## config.mk

```make
export PLATFORM = sky130hd
export DESIGN_NAME = pin_irq_router
export DESIGN_NICKNAME = d
export VERILOG_FILES = /design/src/rtl/pin_irq_pkg.sv /design/src/rtl/pin_irq_srcmux.sv /design/src/rtl/pin_irq_sync.sv /design/src/rtl/pin_irq_edge.sv /design/src/rtl/pin_irq_merge.sv /design/src/rtl/pin_irq_router.sv
export SDC_FILE = /design/constraint.sdc
export NUM_CORES = 1
export LEC_CHECK = 0
export ABC_AREA = 0
export CELL_PAD_IN_SITES_DETAIL_PLACEMENT = 0
export CELL_PAD_IN_SITES_GLOBAL_PLACEMENT = 1
export CORE_UTILIZATION = 40
export DETAILED_ROUTE_END_ITERATION = 8
export PLACE_DENSITY = 0.9
export SLEW_MARGIN = 5
export SYNTH_ARGS = -nofsm -noshare
export SYNTH_HDL_FRONTEND = slang
export SYNTH_HIERARCHICAL = 1
export SYNTH_SLANG_ARGS = --single-unit
```

## constraint.sdc

```tcl
create_clock -name clk -period 6 [get_ports clk]
set_input_delay 0.9 -clock clk [delete_from_list [all_inputs] [get_ports clk]]
set_output_delay 0.9 -clock clk [all_outputs]
set_load 0.02 [all_outputs]
```

## src/rtl/pin_irq_pkg.sv

```systemverilog
package pin_irq_pkg;
  // Word addresses of the control registers
  localparam int unsigned ADR_IMASK = 0;
  localparam int unsigned ADR_EMASK = 1;
  localparam int unsigned ADR_RISE  = 2;
  localparam int unsigned ADR_FALL  = 3;
  localparam int unsigned ADR_SOFT  = 4;
  localparam int unsigned ADR_PEND  = 5;
  localparam int unsigned ADR_SEL0  = 8;
  // Selector codes packed per selector register
  localparam int unsigned SEL_PER_REG = 4;
endpackage

```

## src/rtl/pin_irq_srcmux.sv

```systemverilog
module pin_irq_srcmux #(
  parameter int NUM_LINES = 16,
  parameter int NUM_PORTS = 7,
  parameter int SEL_W     = 4
) (
  input  logic [NUM_PORTS*NUM_LINES-1:0] pins,
  input  logic [NUM_LINES*SEL_W-1:0]     sel_flat,
  output logic [NUM_LINES-1:0]           line_raw
);
  for (genvar n = 0; n < NUM_LINES; n++) begin : g_line
    logic [SEL_W-1:0] code;
    assign code = sel_flat[n*SEL_W +: SEL_W];
    always_comb begin
      line_raw[n] = 1'b0;
      for (int p = 0; p < NUM_PORTS; p++) begin
        if (code == SEL_W'(p)) line_raw[n] = pins[p*NUM_LINES + n];
      end
    end
  end
endmodule

```

## src/rtl/pin_irq_sync.sv

```systemverilog
module pin_irq_sync #(
  parameter int WIDTH  = 16,
  parameter int STAGES = 2
) (
  input  logic             clk,
  input  logic             rst,
  input  logic [WIDTH-1:0] d,
  output logic [WIDTH-1:0] q
);
  logic [WIDTH-1:0] chain [STAGES];

  always_ff @(posedge clk) begin
    if (rst) begin
      for (int i = 0; i < STAGES; i++) chain[i] <= '0;
    end else begin
      chain[0] <= d;
      for (int i = 1; i < STAGES; i++) chain[i] <= chain[i-1];
    end
  end

  assign q = chain[STAGES-1];
endmodule

```

## src/rtl/pin_irq_edge.sv

```systemverilog
module pin_irq_edge #(
  parameter int NUM_LINES = 16
) (
  input  logic                 clk,
  input  logic                 rst,
  input  logic [NUM_LINES-1:0] line_s,
  input  logic [NUM_LINES-1:0] rise_en,
  input  logic [NUM_LINES-1:0] fall_en,
  input  logic [NUM_LINES-1:0] soft_vec,
  input  logic [NUM_LINES-1:0] clr_vec,
  input  logic [NUM_LINES-1:0] emask,
  output logic [NUM_LINES-1:0] set_vec,
  output logic [NUM_LINES-1:0] pend_q,
  output logic [NUM_LINES-1:0] evt_q
);
  logic [NUM_LINES-1:0] prev_q;
  logic [NUM_LINES-1:0] rose;
  logic [NUM_LINES-1:0] fell;

  assign rose    = line_s & ~prev_q;
  assign fell    = ~line_s & prev_q;
  assign set_vec = (rose & rise_en) | (fell & fall_en) | soft_vec;

  always_ff @(posedge clk) begin
    if (rst) begin
      prev_q <= '0;
      pend_q <= '0;
      evt_q  <= '0;
    end else begin
      prev_q <= line_s;
      // a fresh edge outranks a clearing write in the same cycle
      pend_q <= (pend_q & ~clr_vec) | set_vec;
      evt_q  <= set_vec & emask;
    end
  end
endmodule

```

## src/rtl/pin_irq_merge.sv

```systemverilog
module pin_irq_merge #(
  parameter int NUM_LINES = 16,
  parameter int NUM_SOLO  = 5,
  parameter int MID_COUNT = 5,
  localparam int NUM_IRQ  = NUM_SOLO + 2,
  localparam int HI_BASE  = NUM_SOLO + MID_COUNT
) (
  input  logic                 clk,
  input  logic                 rst,
  input  logic [NUM_LINES-1:0] pend,
  input  logic [NUM_LINES-1:0] imask,
  output logic [NUM_IRQ-1:0]   irq_q
);
  logic [NUM_LINES-1:0] active;
  logic [NUM_IRQ-1:0]   irq_d;

  assign active = pend & imask;

  for (genvar i = 0; i < NUM_SOLO; i++) begin : g_solo
    assign irq_d[i] = active[i];
  end
  assign irq_d[NUM_SOLO]   = |active[HI_BASE-1:NUM_SOLO];
  assign irq_d[NUM_SOLO+1] = |active[NUM_LINES-1:HI_BASE];

  always_ff @(posedge clk) begin
    if (rst) irq_q <= '0;
    else     irq_q <= irq_d;
  end
endmodule

```

## src/rtl/pin_irq_router.sv

```systemverilog
module pin_irq_router #(
  parameter int NUM_LINES   = 16,
  parameter int NUM_PORTS   = 7,
  parameter int SEL_W       = 4,
  parameter int SYNC_STAGES = 2,
  parameter int NUM_SOLO    = 5,
  parameter int MID_COUNT   = 5,
  parameter int ADDR_W      = 4,
  parameter int DATA_W      = 32,
  localparam int NUM_IRQ    = NUM_SOLO + 2,
  localparam int PER_REG    = int'(pin_irq_pkg::SEL_PER_REG),
  localparam int SEL_REG_W  = PER_REG * SEL_W,
  localparam int NUM_SEL    = (NUM_LINES + PER_REG - 1) / PER_REG,
  localparam int LOW_USED   = (SEL_REG_W > NUM_LINES) ? SEL_REG_W : NUM_LINES
) (
  input  logic                           clk,
  input  logic                           rst,
  input  logic [NUM_PORTS*NUM_LINES-1:0] port_pins,
  input  logic                           bus_we,
  input  logic                           bus_re,
  input  logic [ADDR_W-1:0]              bus_addr,
  input  logic [DATA_W-1:0]              bus_wdata,
  output logic [DATA_W-1:0]              bus_rdata,
  output logic [NUM_IRQ-1:0]             irq_out,
  output logic [NUM_LINES-1:0]           evt_out
);
  import pin_irq_pkg::*;

  localparam logic [ADDR_W-1:0] A_IMASK = ADDR_W'(ADR_IMASK);
  localparam logic [ADDR_W-1:0] A_EMASK = ADDR_W'(ADR_EMASK);
  localparam logic [ADDR_W-1:0] A_RISE  = ADDR_W'(ADR_RISE);
  localparam logic [ADDR_W-1:0] A_FALL  = ADDR_W'(ADR_FALL);
  localparam logic [ADDR_W-1:0] A_SOFT  = ADDR_W'(ADR_SOFT);
  localparam logic [ADDR_W-1:0] A_PEND  = ADDR_W'(ADR_PEND);

  logic [NUM_LINES-1:0]       imask_q, emask_q, rise_q, fall_q;
  logic [SEL_REG_W-1:0]       sel_reg [NUM_SEL];
  logic [NUM_LINES*SEL_W-1:0] sel_flat;
  logic [NUM_LINES-1:0]       line_raw, line_s;
  logic [NUM_LINES-1:0]       soft_vec, clr_vec, set_vec, pend_q;
  logic [DATA_W-1:0]          rd_val;
  logic                       unused_wdata_hi;

  assign unused_wdata_hi = ^bus_wdata[DATA_W-1:LOW_USED];

  // control registers
  always_ff @(posedge clk) begin
    if (rst) begin
      imask_q <= '0;
      emask_q <= '0;
      rise_q  <= '0;
      fall_q  <= '0;
    end else if (bus_we) begin
      if (bus_addr == A_IMASK) imask_q <= bus_wdata[NUM_LINES-1:0];
      if (bus_addr == A_EMASK) emask_q <= bus_wdata[NUM_LINES-1:0];
      if (bus_addr == A_RISE)  rise_q  <= bus_wdata[NUM_LINES-1:0];
      if (bus_addr == A_FALL)  fall_q  <= bus_wdata[NUM_LINES-1:0];
    end
  end

  for (genvar r = 0; r < NUM_SEL; r++) begin : g_selreg
    localparam logic [ADDR_W-1:0] MY_ADR = ADDR_W'(ADR_SEL0 + r);
    always_ff @(posedge clk) begin
      if (rst)                               sel_reg[r] <= '0;
      else if (bus_we && bus_addr == MY_ADR) sel_reg[r] <= bus_wdata[SEL_REG_W-1:0];
    end
  end

  for (genvar n = 0; n < NUM_LINES; n++) begin : g_unpack
    assign sel_flat[n*SEL_W +: SEL_W] = sel_reg[n/PER_REG][(n%PER_REG)*SEL_W +: SEL_W];
  end

  // write strobes that act on the pending latch directly
  assign soft_vec = (bus_we && bus_addr == A_SOFT) ? bus_wdata[NUM_LINES-1:0] : '0;
  assign clr_vec  = (bus_we && bus_addr == A_PEND) ? bus_wdata[NUM_LINES-1:0] : '0;

  // read path
  always_comb begin
    rd_val = '0;
    if (bus_addr == A_IMASK) rd_val[NUM_LINES-1:0] = imask_q;
    if (bus_addr == A_EMASK) rd_val[NUM_LINES-1:0] = emask_q;
    if (bus_addr == A_RISE)  rd_val[NUM_LINES-1:0] = rise_q;
    if (bus_addr == A_FALL)  rd_val[NUM_LINES-1:0] = fall_q;
    if (bus_addr == A_PEND)  rd_val[NUM_LINES-1:0] = pend_q;
    for (int r = 0; r < NUM_SEL; r++) begin
      if (bus_addr == ADDR_W'(ADR_SEL0 + r)) rd_val[SEL_REG_W-1:0] = sel_reg[r];
    end
  end

  always_ff @(posedge clk) begin
    if (rst)         bus_rdata <= '0;
    else if (bus_re) bus_rdata <= rd_val;
  end

  pin_irq_srcmux #(
    .NUM_LINES(NUM_LINES), .NUM_PORTS(NUM_PORTS), .SEL_W(SEL_W)
  ) u_mux (
    .pins(port_pins), .sel_flat(sel_flat), .line_raw(line_raw)
  );

  pin_irq_sync #(
    .WIDTH(NUM_LINES), .STAGES(SYNC_STAGES)
  ) u_sync (
    .clk(clk), .rst(rst), .d(line_raw), .q(line_s)
  );

  pin_irq_edge #(
    .NUM_LINES(NUM_LINES)
  ) u_edge (
    .clk(clk), .rst(rst), .line_s(line_s), .rise_en(rise_q), .fall_en(fall_q),
    .soft_vec(soft_vec), .clr_vec(clr_vec), .emask(emask_q),
    .set_vec(set_vec), .pend_q(pend_q), .evt_q(evt_out)
  );

  pin_irq_merge #(
    .NUM_LINES(NUM_LINES), .NUM_SOLO(NUM_SOLO), .MID_COUNT(MID_COUNT)
  ) u_merge (
    .clk(clk), .rst(rst), .pend(pend_q), .imask(imask_q), .irq_q(irq_out)
  );
endmodule

```

==> impl_metrics.yaml, run 1 <==
worst_setup_path:
  cp_data_required_time_ns: 6.45
  r2r_end: "u_sync/chain[0][2]"
  r2r_cells: 4
  path_cells: "buf_2 > nand2b_1 > nor2_2 > nand2_1 > a21oi_1"
  crit_start: "bus_addr[0]"
  worst-setup-path-type: "input pin to flop"
  critPathMaxStageDelay_ns: 1.03
  worstSetupPathDepth: 5
  worst_setup_path_end_kind: "flop"
  timing.critical_path.max_delay_family: "simple AND/OR/NAND/NOR gates"
  timing.critical_path.fanout_max: 32
  r2r_setup_slack_ns: 4.19
  cp-start-kind: "input pin"
  r2r_start: "sel_reg[0][8]"
  crit_slowest_cell: "sky130_fd_sc_hd__nor2_2"
  cp_data_arrival_time_ns: 3.74
  crit_end: "emask_q[3]"
  cp_num_buf_inv: 1
clock_tree:
  clockRootBuffer: "sky130_fd_sc_hd__clkbuf_16"
  post_cts_resized: 0
  worst_skew_pair.late_latency_ns: 0.53
  cts_hold_buffers: 0
  cts.sinks: 231
  cts_buffer_depth: 3
  cts_buffers: 26
  tritoncts: "done"
  post_cts_setup_buffers: 0
  cts-htree-levels: 1
  cts.reportedPaths.clkPinSlew_ns: 0.06
power_and_ir_drop:
  p_total_mw: 3.69
  power_per_cell_area_mw_per_mm2: 261
  cellLeakagePower_nw: 5.27
  vdd.ir_drop.worst_uv: 163
yosys:
  synth-warning-count: 6
  post_synthesis_instance_area_mm2: 0.0116
  synth_cells: 1148
  synth_area_per_cell_um2: 10.1
place:
  finalWeightedCongestion: 0.883
  portBuffers: 174
  placed_cell_area_mm2: 0.0133
  detailedPlacementHpwl_um: 22500
  dpl.cell_count: 1616
  place_worst_setup_slack_ns: 2.27
sta:
  fmax_mhz: 304
  finClkSkew_ns: 0.0103
  rsz_0062_raised_after_global_routing: "no"
  min_period_over_period: 0.548
  finalHoldViolations: 0
  slew_violations: 0
  slew_headroom: 0.228
  setup_viol: 0
  fin_worst_hold_slack_ns: 0.436
  timing.setup.tns_ns: 0
  worst_slack_ns: 2.71
  worstMarginPinSlew_ns: 1.16
  post-route-min-period_ns: 3.29
final_layout:
  final_core_utilization: 0.492
  area.sequential_mm2: 0.00527
  finalInstanceArea_mm2: 0.0141
  layout.cells.most_common: "sky130_fd_sc_hd__clkdlybuf4s50_1"
  layoutNonFillerInstCount: 1665
  final_layout_size_suffix_gt1_frac: 0.116
  nets: 1412
  flip_flop_count_of_the_largest_register_after_layout: 64
  num-fill-cells: 2645
  synthToLayoutAreaGrowth_pct: 21.3
  mostFrequentLayoutCells: "171 x sky130_fd_sc_hd__clkdlybuf4s50_1, 167 x sky130_fd_sc_hd__dfxtp_1, 107 x sky130_fd_sc_hd__nand2_1, 96 x sky130_fd_sc_hd__and2_1, 83 x sky130_fd_sc_hd__nor2_1"
  multi_input_comb_area_mm2: 0.00562
routing:
  dr.pass1.iters: 6
  wl_per_cell_um: 20.1
  ant_nets: 0
  dr_total_vias: 9098
  postRouteWirelength_um: 33400
  detail_route.vias_per_cell: 5.46
  first_iter_violations: 802
  drc: 0
worst_hold_path:
  hold_path_class: "flop to flop"
run_status:
  run_status: "complete, no violations"
global_route:
  largest_net_degree_at_the_start_of_global_routing: 96
  grt_pass1_vias: 8807
  groute.layer.met3.usage: 0.0378
  globalRouteTotalUtil: 0.217
  grt.met1_usage: 0.281
  globalRoute.totalOverflow: 0
  antenna_violations_before_repair: 0
  grt_pass1_wl_um: 50800
  gr-max-usage-layer: "met2"
  m2_gr_usage: 0.365
flow_run:
  cap_viol_max_count: 0
floorplanning:
  die-area_mm2: 0.0298
  pin_count: 207
  starting_utilization_of_the_core_area: 0.406
  floorplan.core_area_mm2: 0.0287
  floorplan.die.height_um: 173
  die_wd_um: 173
  std_cell_rows: 62
-- final cells by class --
class / count / area share
timing repair buffer: 182 / 0.127
multi-input combinational: 787 / 0.398
clock buffer: 34 / 0.0511
antenna: 1 / 0.000177
inverter: 32 / 0.00850
tap: 384 / 0.0340
sequential: 231 / 0.373
clock inverter: 14 / 0.00894
-- power breakdown --
| part | total, mW | switching, mW | internal, mW |
|---|---|---|---|
| Clock | 1.58 | 0.650 | 0.933 |
| Combinational | 0.396 | 0.202 | 0.193 |
| Sequential | 1.71 | 0.0495 | 1.66 |
| Total | 3.69 | 0.902 | 2.78 |
-- routing by layer --
metal / wire length, µm / vias to the layer above
met5: 0 / -
met4: 1020 / 0
met3: 2550 / 67
met2: 16000 / 375
met1: 13800 / 4409
li1: - / 4247
-- worst min path at each step --
stage                                    from             endpoint  slack [ns]  cells after the start
after floorplan            u_sync/chain[0][0]  u_sync/chain[0][16]        0.41                      1
after global placement     u_sync/chain[0][0]  u_sync/chain[0][16]        0.42                      1
after detailed placement  u_sync/chain[0][15]  u_sync/chain[0][31]        0.43                      1
after CTS                  u_sync/chain[0][4]  u_sync/chain[0][20]        0.44                      1
after global routing       u_sync/chain[0][2]  u_sync/chain[0][18]        0.46                      1
final                      u_sync/chain[0][4]  u_sync/chain[0][20]        0.44                      1
-- worst reg2reg max path: cells and delay by family, from the launching register on --
| family | cells | cell delay, ns |
|---|---|---|
| and+or+nand+nor | 3 | 0.84 |
| DFF | 1 | 0.45 |
| muxes | 1 | 0.37 |
Note: power is estimated with default switching activity, not from simulation.
==> run 2: changes to the inputs <==
==> constraint.sdc (replaced) <==
create_clock -name clk -period 3.4 [get_ports clk]
set_input_delay 0.51 -clock clk [delete_from_list [all_inputs] [get_ports clk]]
set_output_delay 0.51 -clock clk [all_outputs]
set_load 0.02 [all_outputs]
==> impl_metrics.yaml, run 2 (synthesis results as in run 1) <==
run_status:
  run_status: "complete, no violations"
clock_tree:
  post_cts_resized: 0
  cts.sinks: 231
  clockRootBuffer: "sky130_fd_sc_hd__clkbuf_16"
  tritoncts: "done"
  worst_skew_pair.late_latency_ns: 0.53
  post_cts_setup_buffers: 0
  cts_buffers: 26
  cts_buffer_depth: 3
  cts_hold_buffers: 0
  cts-htree-levels: 1
  cts.reportedPaths.clkPinSlew_ns: 0.06
routing:
  detail_route.vias_per_cell: 5.48
  drc: 0
  ant_nets: 0
  wl_per_cell_um: 19.7
  dr_total_vias: 9210
  first_iter_violations: 730
  dr.pass1.iters: 5
  postRouteWirelength_um: 33100
floorplanning:
  floorplan.die.height_um: 173
  floorplan.core_area_mm2: 0.0287
  die_wd_um: 173
  std_cell_rows: 62
  pin_count: 207
  starting_utilization_of_the_core_area: 0.406
  die-area_mm2: 0.0298
final_layout:
  flip_flop_count_of_the_largest_register_after_layout: 64
  final_layout_size_suffix_gt1_frac: 0.126
  finalInstanceArea_mm2: 0.0143
  layout.cells.most_common: "sky130_fd_sc_hd__clkdlybuf4s50_1"
  mostFrequentLayoutCells: "171 x sky130_fd_sc_hd__clkdlybuf4s50_1, 167 x sky130_fd_sc_hd__dfxtp_1, 107 x sky130_fd_sc_hd__nand2_1, 96 x sky130_fd_sc_hd__and2_1, 83 x sky130_fd_sc_hd__nor2_1"
  nets: 1429
  area.sequential_mm2: 0.00527
  multi_input_comb_area_mm2: 0.00562
  synthToLayoutAreaGrowth_pct: 22.7
  num-fill-cells: 2618
worst_hold_path:
  holdPathStages: 1
  hold_end: "u_sync/chain[0][29]"
  startpoint_of_the_most_critical_hold_path: "u_sync/chain[0][13]"
  hold_path_class: "flop to flop"
worst_setup_path:
  r2r_setup_slack_ns: 1.85
  r2r_start: "sel_reg[0][4]"
  timing.critical_path.max_delay_family: "buffers and inverters"
  r2r_cells: 4
  worst_setup_path_end_kind: "flop"
  r2r_end: "bus_rdata[4]"
  worst-setup-path-type: "input pin to flop"
  path_cells: "clkdlybuf4s50_1 > and2b_4 > buf_4 > nand2_1 > o21ai_0 > o21a_1"
  critPathMaxStageDelay_ns: 0.63
  timing.critical_path.fanout_max: 22
  cp_data_arrival_time_ns: 2.91
  cp_num_buf_inv: 2
  cp-start-kind: "input pin"
  cp_data_required_time_ns: 3.87
  crit_slowest_cell: "sky130_fd_sc_hd__clkdlybuf4s50_1"
global_route:
  grt_pass1_wl_um: 51400
  globalRoute.totalOverflow: 0
  largest_net_degree_at_the_start_of_global_routing: 97
  globalRouteTotalUtil: 0.219
  grt_pass1_vias: 9062
  antenna_violations_before_repair: 0
sta:
  fmax_mhz: 410
  min_period_over_period: 0.718
  post-route-min-period_ns: 2.44
  setup_viol: 0
  finalHoldViolations: 0
  slew_headroom: 0.385
  rsz_0062_raised_after_global_routing: "no"
  slew_violations: 0
  finClkSkew_ns: 0.0103
  worstMarginPinSlew_ns: 0.918
  timing.setup.tns_ns: 0
place:
  finalWeightedCongestion: 0.873
  placed_cell_area_mm2: 0.0134
  portBuffers: 174
  detailedPlacementHpwl_um: 23300
power_and_ir_drop:
  vdd.ir_drop.worst_uv: 366
  power_per_cell_area_mw_per_mm2: 457
  cellLeakagePower_nw: 5.36
flow_run:
  cap_viol_max_count: 0
[run 2: worst max-delay path by stage]
| stage | startpoint | endpoint | slack [ns] | cells after the start |
|---|---|---|---|---|
| global placement | bus_addr[3] | bus_rdata[10] | 0.54 | 7 |
| detailed placement | bus_addr[2] | bus_rdata[13] | 0.42 | 6 |
| floorplan | bus_addr[1] | sel_reg[0][16] | 1.10 | 5 |
| finish | bus_addr[2] | bus_rdata[13] | 0.96 | 6 |
| global route | bus_addr[2] | bus_rdata[13] | 0.83 | 6 |
| CTS | bus_addr[2] | bus_rdata[13] | 0.97 | 6 |
[run 2: layout make-up]
cell class	count	area share
Antenna cell	1	0.000175
Tap cell	384	0.0336
Clock inverter	10	0.00692
Clock buffer	38	0.0530
Inverter	32	0.00841
Sequential cell	231	0.368
Timing Repair Buffer	199	0.136
Multi-Input combinational cell	787	0.393
[run 2: layer usage]
layer	up-vias	GRT usage	wire length, µm
met4	0	0.0632	898
met2	396	0.374	15900
li1	4273	-	-
met5	-	0	0
met3	55	0.0266	2330
met1	4486	0.290	14000
[run 2: power breakdown]
part	switching (mW)	total, mW	internal (mW)	leakage, nW
logic	0.357	0.708	0.351	2.97
clock network	1.12	2.81	1.69	0.419
registers	0.0902	3.02	2.93	1.97
total	1.57	6.53	4.96	5.36
[run 2: worst reg2reg max path, delay by kind of cell, from the launching register on]
family / cells / cell delay [ns]
AND/OR/NAND/NOR: 1 / 0.22
flip-flops: 1 / 0.48
AO/OA/AOI/OAI: 3 / 0.79
[run 2: metrics by stage]
stage,hold slack (ns),util,total power [mW],instances,worst slack [ns]
3_5_place_dp,0.427,0.468,3.77,1633,0.423
5_1_grt,0.462,0.498,6.73,1681,0.830
6_report,0.437,0.498,6.53,1682,0.960
3_3_place_gp,0.424,0.468,3.76,1633,0.536
4_1_cts,0.441,0.498,6.57,1681,0.970
2_1_floorplan,0.414,-,3.48,1163,1.10
==> run 3: changes to the inputs <==
--- a/config.mk
+++ b/config.mk
@@ -8,9 +8,9 @@
 export ABC_AREA = 0
 export CELL_PAD_IN_SITES_DETAIL_PLACEMENT = 0
 export CELL_PAD_IN_SITES_GLOBAL_PLACEMENT = 1
-export CORE_UTILIZATION = 40
+export CORE_UTILIZATION = 37
 export DETAILED_ROUTE_END_ITERATION = 8
-export PLACE_DENSITY = 0.9
+export PLACE_DENSITY = 0.87
 export SLEW_MARGIN = 5
 export SYNTH_ARGS = -nofsm -noshare
 export SYNTH_HDL_FRONTEND = slang
==> constraint.sdc (replaced) <==
create_clock -name clk -period 2.1 [get_ports clk]
set_input_delay 0.315 -clock clk [delete_from_list [all_inputs] [get_ports clk]]
set_output_delay 0.315 -clock clk [all_outputs]
set_load 0.02 [all_outputs]
==> impl_metrics.yaml, run 3 (synthesis results as in run 1) <==
run_status:
  run_status: "finished with violations"
  failed_checks: "design-rule violations"
final_layout:
  synthToLayoutAreaGrowth_pct: 28.2
  number_of_antenna_cells_inserted: 0
  num-fill-cells: 2835
  layout.cells.most_common: "sky130_fd_sc_hd__clkdlybuf4s50_1"
  flip_flop_count_of_the_largest_register_after_layout: 64
  finalInstanceArea_mm2: 0.0149
  mostFrequentLayoutCells: "170 x sky130_fd_sc_hd__clkdlybuf4s50_1, 167 x sky130_fd_sc_hd__dfxtp_1, 107 x sky130_fd_sc_hd__nand2_1, 96 x sky130_fd_sc_hd__and2_1, 83 x sky130_fd_sc_hd__nor2_1"
  final_layout_size_suffix_gt1_frac: 0.168
  nets: 1488
global_route:
  globalRouteTotalUtil: 0.211
  globalRoute.totalOverflow: 0
  gr-max-usage-layer: "met2"
  grt_pass1_wl_um: 53400
  grt_pass1_vias: 9345
  largest_net_degree_at_the_start_of_global_routing: 105
  m2_gr_usage: 0.364
  groute.layer.met3.usage: 0.0316
  grt.met1_usage: 0.268
  antenna_violations_before_repair: 0
power_and_ir_drop:
  cellLeakagePower_nw: 5.71
  share_seq_of_total_power: 0.456
  power_per_cell_area_mw_per_mm2: 717
  total_switching_power_mw: 2.65
  cellInternalPower_mw: 8.06
  combinationalPowerShare: 0.117
  vdd.ir_drop.worst_uv: 597
  power.share.clock: 0.427
  swShare: 0.247
sta:
  slew_headroom: 0.333
  finalHoldViolations: 0
  fmax_mhz: 527
  finClkSkew_ns: 0.0126
  min_period_over_period: 0.903
  rsz_0062_raised_after_global_routing: "no"
  post-route-min-period_ns: 1.90
  worst_slack_ns: 0.203
  slew_violations: 0
  worstMarginPinSlew_ns: 0.996
  setup_viol: 0
worst_setup_path:
  r2r_start: "sel_reg[0][20]"
  worst_setup_path_end_kind: "flop"
  cp_data_required_time_ns: 2.50
  cp-start-kind: "input pin"
  crit_start: "bus_addr[2]"
  r2r_cells: 4
  r2r_end: "u_sync/chain[0][5]"
  r2r_setup_slack_ns: 0.50
  worst-setup-path-type: "input pin to flop"
  timing.critical_path.fanout_max: 16
  cp_data_arrival_time_ns: 2.29
clock_tree:
  worst_skew_pair.late_latency_ns: 0.53
  post_cts_resized: 0
  cts.sinks: 231
  clockRootBuffer: "sky130_fd_sc_hd__clkbuf_16"
  cts_hold_buffers: 0
  cts-htree-levels: 1
  tritoncts: "done"
  post_cts_setup_buffers: 0
  cts.reportedPaths.clkPinSlew_ns: 0.06
  cts_buffer_depth: 3
  cts_buffers: 26
place:
  place_worst_setup_slack_ns: -0.334
  detailedPlacementHpwl_um: 25500
  finalWeightedCongestion: 0.879
  placed_cell_area_mm2: 0.0141
  portBuffers: 174
floorplanning:
  std_cell_rows: 64
  die-area_mm2: 0.0322
  floorplan.core_area_mm2: 0.0307
  pin_count: 207
  starting_utilization_of_the_core_area: 0.379
  floorplan.die.height_um: 179
  die_wd_um: 179
routing:
  first_iter_violations: 822
  dr_total_vias: 9506
  detail_route.vias_per_cell: 5.43
  dr.pass1.iters: 7
  wl_per_cell_um: 19.7
  ant_nets: 0
  drc: 16
  postRouteWirelength_um: 34600
worst_hold_path:
  hold_end: "fall_q[1]"
  hold_path_class: "input pin to flop"
  holdPathStages: 2
  startpoint_of_the_most_critical_hold_path: "rst"
flow_run:
  cap_viol_max_count: 0
[run 3: cell types whose count changed in the layout (fill, tap and decap cells not counted), sizes merged]
cell / previous run / this run
buf: 28 / 88
clkbuf: 38 / 33
clkinv: 7 / 10
inv: 32 / 34
clkdlybuf4s50: 171 / 170
diode: 1 / 0
[run 3: cell type report]
cell class	instances	area, µm²	share of cell area
clock buffers	33	718	0.0481
clock inverters	15	139	0.00930
well taps	396	495	0.0332
flip-flops and latches	231	5270	0.353
multi-input cells	787	5620	0.377
inverters	32	120	0.00804
repair buffers	258	2570	0.172
[run 3: worst max-delay path by stage]
stage | end | slack [ns]
global placement | sel_reg[1][10] | -0.24
floorplan | sel_reg[1][16] | 0.07
CTS | sel_reg[1][10] | 0.21
global route | sel_reg[1][10] | 0.14
finish | sel_reg[1][10] | 0.20
detailed placement | sel_reg[1][10] | -0.33
[run 3: metrics by stage]
stage	hold slack, ns	instances	total power [mW]	util	TNS [ns]
6_report	0.134	1752	10.7	0.486	0
3_3_place_gp	0.420	1704	6.20	0.458	-13.26
4_1_cts	0.116	1752	10.8	0.486	0
5_1_grt	0.139	1752	11.1	0.486	0
3_5_place_dp	0.430	1704	6.22	0.458	-18.80
2_1_floorplan	0.384	1163	5.63	-	0
[run 3: layer usage]
| metal | routed length [µm] | vias to the layer above | share of wire |
|---|---|---|---|
| met5 | 0 | - | 0 |
| met1 | 14100 | 4649 | 0.41 |
| li1 | - | 4414 | - |
| met2 | 17000 | 378 | 0.49 |
| met3 | 2260 | 65 | 0.065 |
| met4 | 1250 | 0 | 0.036 |
[run 3: worst max-delay path: stages]
cell and delay [ns]:
sky130_fd_sc_hd__clkdlybuf4s50_1 0.56, sky130_fd_sc_hd__and2b_4 0.37, sky130_fd_sc_hd__nand2_4 0.06, sky130_fd_sc_hd__nor3_2 0.74, sky130_fd_sc_hd__and2_1 0.24
[run 3: power by group through the flow]
stage	clock network, mW	logic, mW	registers [mW]
after floorplan	0	0.692	4.94
after global placement	0	1.22	4.98
after detailed placement	0	1.24	4.98
after CTS	4.66	1.25	4.88
after global routing	4.82	1.33	4.90
final	4.57	1.25	4.89
